**src/rtl/b2d_pkg.sv**
```systemverilog
// Package: shared widths and types for the binary-to-decimal display.
// Assumes a single 4-bit input and 7-segment displays with bit 0 = segment a.
package b2d_pkg;
    localparam int BIN_W   = 4;
    localparam int SEG_W   = 7;
    localparam int DEC_MAX = 9;

    typedef logic [BIN_W-1:0] nib_t;
    typedef logic [SEG_W-1:0] seg_t;
endpackage

```
**src/rtl/b2d_compare.sv**
```systemverilog
// Module: magnitude comparator that flags inputs above nine.
// Assumes a 4-bit unsigned input. A value exceeds nine only when the top
// bit is set and at least one of the two middle bits is set.
module b2d_compare
    import b2d_pkg::*;
(
    input  nib_t value_i,
    output logic above_o
);
    // Flag values 10..15 as a single product-of-sums term.
    assign above_o = value_i[3] & (value_i[2] | value_i[1]);
endmodule

```
**src/rtl/b2d_correct.sv**
```systemverilog
// Module: subtract-ten correction for inputs in 10..15.
// Assumes the result is used only when the comparator flag is set; for
// inputs 0..9 the outputs are don't-cares and are discarded by the mux.
module b2d_correct
    import b2d_pkg::*;
(
    input  nib_t value_i,
    output nib_t minus10_o
);
    // Bit 3 of the result is always clear in range 0..5.
    assign minus10_o[3] = 1'b0;
    // Bit 2 set for results 4 and 5 (inputs 14, 15).
    assign minus10_o[2] = value_i[2] & value_i[1];
    // Bit 1 set for results 2 and 3 (inputs 12, 13).
    assign minus10_o[1] = value_i[2] & ~value_i[1];
    // Bit 0 follows the input parity, since ten is even.
    assign minus10_o[0] = value_i[0];
endmodule

```
**src/rtl/b2d_mux.sv**
```systemverilog
// Module: per-bit 2:1 selector between raw and corrected units code.
// Assumes equal widths on both data inputs; one select for all bits.
module b2d_mux
    import b2d_pkg::*;
#(
    parameter int WIDTH = BIN_W
)(
    input  logic [WIDTH-1:0] raw_i,
    input  logic [WIDTH-1:0] fix_i,
    input  logic             sel_i,
    output logic [WIDTH-1:0] out_o
);
    // One Boolean 2:1 selector per bit.
    for (genvar i = 0; i < WIDTH; i++) begin : g_bit
        assign out_o[i] = (~sel_i & raw_i[i]) | (sel_i & fix_i[i]);
    end
endmodule

```
**src/rtl/b2d_tens.sv**
```systemverilog
// Module: tens-digit driver showing 0 or 1 from the comparator flag.
// Assumes active-low segments, bit 0 = a through bit 6 = g.
module b2d_tens
    import b2d_pkg::*;
(
    input  logic one_i,
    output seg_t seg_n_o
);
    // Segments a, d, e, f go dark for digit 1; b, c always lit; g always dark.
    assign seg_n_o[0] = one_i;
    assign seg_n_o[1] = 1'b0;
    assign seg_n_o[2] = 1'b0;
    assign seg_n_o[3] = one_i;
    assign seg_n_o[4] = one_i;
    assign seg_n_o[5] = one_i;
    assign seg_n_o[6] = 1'b1;
endmodule

```
**src/rtl/b2d_segdec.sv**
```systemverilog
// Module: BCD to 7-segment decoder as flat sum-of-products equations.
// Assumes codes 10..15 never occur (treated as don't-cares when minimising).
// Outputs are active-low, bit 0 = a through bit 6 = g.
module b2d_segdec
    import b2d_pkg::*;
(
    input  nib_t code_i,
    output seg_t seg_n_o
);
    logic b3, b2, b1, b0;
    seg_t lit;

    // Name the code bits for readability of the equations.
    assign b3 = code_i[3];
    assign b2 = code_i[2];
    assign b1 = code_i[1];
    assign b0 = code_i[0];

    // Active-high segment-on terms, one per segment.
    assign lit[0] = b3 | b1 | (b2 & b0) | (~b2 & ~b0);
    assign lit[1] = ~b2 | (~b1 & ~b0) | (b1 & b0);
    assign lit[2] = b2 | ~b1 | b0;
    assign lit[3] = b3 | (~b2 & ~b0) | (b1 & ~b0) | (~b2 & b1) | (b2 & ~b1 & b0);
    assign lit[4] = (~b2 & ~b0) | (b1 & ~b0);
    assign lit[5] = b3 | (~b1 & ~b0) | (b2 & ~b1) | (b2 & ~b0);
    assign lit[6] = b3 | (b2 & ~b1) | (~b2 & b1) | (b1 & ~b0);

    // Invert for the active-low display.
    assign seg_n_o = ~lit;
endmodule

```
**src/rtl/bin2dec_display.sv**
```systemverilog
// Module: top of the binary to two-digit decimal display.
// Wires the comparator, correction, selector, tens driver and units decoder.
// Purely combinational; assumes no clock and no reset.
module bin2dec_display
    import b2d_pkg::*;
(
    input  logic [3:0] bin_in,
    output logic       over_nine,
    output logic [3:0] units_code,
    output logic [6:0] tens_seg_n,
    output logic [6:0] units_seg_n
);
    nib_t minus10;

    b2d_compare u_cmp (
        .value_i (bin_in),
        .above_o (over_nine)
    );

    b2d_correct u_fix (
        .value_i   (bin_in),
        .minus10_o (minus10)
    );

    b2d_mux #(.WIDTH(BIN_W)) u_mux (
        .raw_i (bin_in),
        .fix_i (minus10),
        .sel_i (over_nine),
        .out_o (units_code)
    );

    b2d_tens u_tens (
        .one_i   (over_nine),
        .seg_n_o (tens_seg_n)
    );

    b2d_segdec u_units (
        .code_i  (units_code),
        .seg_n_o (units_seg_n)
    );
endmodule

```
**config.mk**
```make
export PLATFORM = sky130hd
export DESIGN_NAME = bin2dec_display
export DESIGN_NICKNAME = d
export VERILOG_FILES = /design/src/rtl/b2d_pkg.sv /design/src/rtl/b2d_compare.sv /design/src/rtl/b2d_correct.sv /design/src/rtl/b2d_mux.sv /design/src/rtl/b2d_tens.sv /design/src/rtl/b2d_segdec.sv /design/src/rtl/bin2dec_display.sv
export SDC_FILE = /design/constraint.sdc
export NUM_CORES = 1
export LEC_CHECK = 0
export BUFFER_PORTS_ARGS = -buffer_cell sky130_fd_sc_hd__buf_2
export CORE_AREA = 3 3 40 42
export DETAILED_ROUTE_END_ITERATION = 16
export DIE_AREA = 0 0 43 45
export GPL_ROUTABILITY_DRIVEN = 0
export PLACE_DENSITY = 0.54
export SLEW_MARGIN = 40
export SYNTH_ARGS = -nofsm -noshare
export SYNTH_HDL_FRONTEND = slang
export SYNTH_SLANG_ARGS = --single-unit
```
**constraint.sdc**
```tcl
create_clock -name vclk -period 0.8
set_input_delay 0 -clock vclk [all_inputs]
set_output_delay 0 -clock vclk [all_outputs]
set_load 0.01 [all_outputs]
```
[Yosys cells after proc, flatten, opt, wreduce, memory -nomap -nowiden]
Cells that the tools add are included.
Cells by class
  bitwise operators: 47
Operators by type and width (number)
  1-bit OR: 22
  1-bit AND: 19
  7-bit inverter: 1
  1-bit inverter: 5
Word-level totals
  register bits: 0
  logic and storage cells: 47
  output and inout port bits: 19

[Depth between registers and ports, before layout]
  depth after elaboration: 12
  depth in mapped cells: 4

[By module]
From an unflattened synthesis, not the netlist that was laid out.
Second synthesis, totals
  cells, all modules: 36
  area total of the unflattened synthesis: 255.2 sq um
Modules (own cells, without submodules)
  b2d_segdec: times used 1, area each 107.6 sq um, cells each 17, seq. area each 0.0 sq um
  b2d_tens: times used 1, area each 60.1 sq um, cells each 9, seq. area each 0.0 sq um
  b2d_mux: times used 1, area each 45.0 sq um, cells each 4, seq. area each 0.0 sq um
  b2d_correct: times used 1, area each 35.0 sq um, cells each 5, seq. area each 0.0 sq um
  b2d_compare: times used 1, area each 7.5 sq um, cells each 1, seq. area each 0.0 sq um

[Worst setup path after synthesis]
Ideal clock, no wire load.
  path type: input port to output port
  start: input bin_in[1]
  end: output units_seg_n[3]
  data required time: 800 ps
  buffers on the path: 1
  cell stages on the path: 4
  slack: 74 ps
  data arrival time: 726 ps
  cells stage by stage: buf_2 xor2_1 a21oi_1 a21o_1
Between the ends
  cells in the longest elaborated chain, start to end: 12
  elaborated cells on any way between the ends: 29
RTL lines
  start: declaration: line bin2dec_display.sv:7  | input logic [3:0] bin_in,
  1-bit OR: line b2d_compare.sv:11  | assign above_o = value_i[3] & (value_i[2] | value_i[1]);
  1-bit AND: line b2d_compare.sv:11
  1-bit inverter: line b2d_mux.sv:15  | assign out_o[i] = (~sel_i & raw_i[i]) | (sel_i & fix_i[i]);
  1-bit AND: line b2d_mux.sv:15
  1-bit OR: line b2d_mux.sv:15
  1-bit inverter: line b2d_segdec.sv:23  | assign lit[3] = b3 | (~b2 & ~b0) | (b1 & ~b0) | (~b2 & b1) | (b2 & ~b1 & b0);
  1-bit AND: line b2d_segdec.sv:23
  1-bit OR (3 in series): line b2d_segdec.sv:23
  1-bit OR (*): line b2d_segdec.sv:23
  7-bit inverter (*): line b2d_segdec.sv:29  | assign seg_n_o = ~lit;
  end: declaration: line bin2dec_display.sv:11  | output logic [6:0] units_seg_n
Mark *: on every way between the ends. The rest lies on a longest branch, timed or not.

[Worst setup path in the final report]
  start: input bin_in[1]
  end: output units_seg_n[4]
Between the ends
  cells in the longest elaborated chain, start to end: 9
  elaborated cells on any way between the ends: 21
RTL lines
  1-bit OR: line b2d_compare.sv:11
  1-bit AND: line b2d_compare.sv:11
  1-bit inverter: line b2d_mux.sv:15
  1-bit AND: line b2d_mux.sv:15
  1-bit OR: line b2d_mux.sv:15
  1-bit inverter: line b2d_segdec.sv:24  | assign lit[4] = (~b2 & ~b0) | (b1 & ~b0);
  1-bit AND: line b2d_segdec.sv:24
  1-bit OR (*): line b2d_segdec.sv:24
  7-bit inverter (*): line b2d_segdec.sv:29
Marked as above.

==> results.toml <==
[global_routing]
grt_pass1_vias = 213
grt_pass1_wl_um = 924
grt.total_usage = 0.05556
gr-total-overflow = 0
grt_max_degree = 12
antenna_found_initial = 0

[floorplanning]
fp.dieW_um = 43
dieArea_mm2 = 0.001935
io-pin-count = 23
die_h_um = 45
num_rows = 13
floorplan.initialDensity = 0.1685
coreArea_mm2 = 0.001285

[worst_setup_path]
cpLargestDelayFamily = "buffers and inverters"
cp-end-kind = "output pin"
cp_num_buf_inv = 2
crit_fanout = 10
critPathArrivalTime_ns = 0.73
required_ns = 0.80
critPathMaxStageDelay_ns = 0.25
crit_top_cell = "buf_2"
worstSetupStartpointType = "primary input"
crit_type = "primary input to output pin"
crit_path_cell_trace = "buf_2 -> nand2b_1 -> a31o_2 -> buf_2"
critPathSlowestCell = "a31o_2"

[final_layout]
diodes = 0
regArea_um2 = 0
layout_commonest_cell = "buf_2"
fillerInstances = 149
drive_gt1_frac = 0.5102
clock_buffers = 0
seq_cell_count = 0
finalNetCount = 55
final_cell_mix = "buf_2, nand2_1, nor2_1"
area_delta_synth_final_pct = 32.37

[sta]
hold_viol_final = 0
holdWs_ns = 0.2790
setup_slack_ns = 0.07260
min_period_over_period = 0.9092
max_freq_mhz = 1375
slew_viol_final = 0
rsz0062_at_grt = "false"
period_minus_slack_ns = 0.7274
setup_viol = 0
fin_tns_setup_ns = 0

[drt]
dr.pass1.iters = 3
wl_per_cell_um = 8.797
drtIter0Drc = 4
ant_nets = 0
viasPerCell = 3.938
drc = 0
vias = 252
finalWirelength_um = 563

[run]
maxCapViolCount = 0

[yosys]
syn_avg_cell_area_um2 = 5.696
synth_cell_type_count = 20
synthCells = 38
synth_area_um2 = 216.5
yosysSeqAreaShare = 0
yosysWarnings = 0

[clocking]
holdBufCountCts = 0
cts_resized = 0
cts_setup_buffers = 0

[min_path]
hold_end = "units_code[0]"
holdPathStages = 2
hp-class = "primary input to output pin"
hp-start = "bin_in[0]"

[pwr]
vdd_drop_max_v = 0.0001875
power_per_cell_area_mw_per_mm2 = 668.8
p_leak_nw = 0.1666

[placement]
port_buffers = 20
dp_hpwl_um = 473.4
place_ws_ns = 0.07089

[outcome]
status = "completed"
-- stage by stage --
step	util	total power, W	instances	area, um2
floorplan	-	0.0001402	39	220.2
global placement	0.2123	0.0001834	64	272.8
detailed placement	0.2123	0.0001841	64	272.8
CTS	0.2123	0.0001848	64	272.8
global route	0.2230	0.0002137	64	286.5
finish	0.2230	0.0001916	64	286.5
-- cell families (layout without fill, tap and decap cells) --
kind of cell,Yosys count,in the layout,share of synthesized area
AND/OR/NAND/NOR,15,15,0.3295
buffers and inverters,11,21,0.3237
AO/OA/AOI/OAI,9,9,0.2717
other,2,3,0.03470
XOR/XNOR,1,1,0.04047
-- worst max-delay path by stage --
stage                     startpoint        endpoint  slack (ns)  cells past startpoint
after global routing       bin_in[1]  units_seg_n[5]      0.0008                      5
after detailed placement   bin_in[1]  units_seg_n[3]        0.07                      5
after global placement     bin_in[1]  units_seg_n[3]        0.09                      5
final                      bin_in[1]  units_seg_n[4]        0.07                      4
after CTS                  bin_in[1]  units_seg_n[3]        0.07                      5
after floorplan            bin_in[1]  units_seg_n[3]        0.07                      4
-- synthesized netlist by cell type --
master / count / area [um2]
buf_4: 7 / 52.55
a21boi_0: 1 / 7.510
conb_1: 2 / 7.510
nand2_1: 4 / 15.01
and2_1: 1 / 6.260
nand2b_1: 3 / 18.77
buf_2: 2 / 10.01
o22a_1: 1 / 8.760
a21o_1: 1 / 7.510
o21ai_1: 1 / 5.000
nand3b_1: 1 / 7.510
nand3_1: 1 / 5.000
clkbuf_1: 1 / 3.750
o22ai_1: 1 / 6.260
a21oi_1: 2 / 10.01
a31o_2: 1 / 8.760
inv_2: 1 / 3.750
nor2_1: 5 / 18.77
o21ai_0: 1 / 5.000
xor2_1: 1 / 8.760
-- power breakdown --
group,internal [W],switching (W),leakage [nW]
Clock,0,0,0
Sequential,0,0,0
Combinational,0.0000780,0.000114,0.167
Total,0.0000780,0.000114,0.167
-- area by class of cell --
cell class / count / area [um2] / share of cell area
inverters: 1 / 3.754 / 0.01310
repair buffers: 20 / 100.1 / 0.3493
well taps: 15 / 18.77 / 0.06550
multi-input cells: 28 / 163.9 / 0.5721
-- metal layers --
metal / routed length [um] / vias to the layer above / GRT usage
met5: 0 / - / 0
met4: 0 / 0 / 0
met3: 59 / 0 / 0.003984
met2: 227 / 14 / 0.08683
met1: 275 / 103 / 0.08810
li1: - / 135 / -
Note: power is estimated with default switching activity, not from simulation.
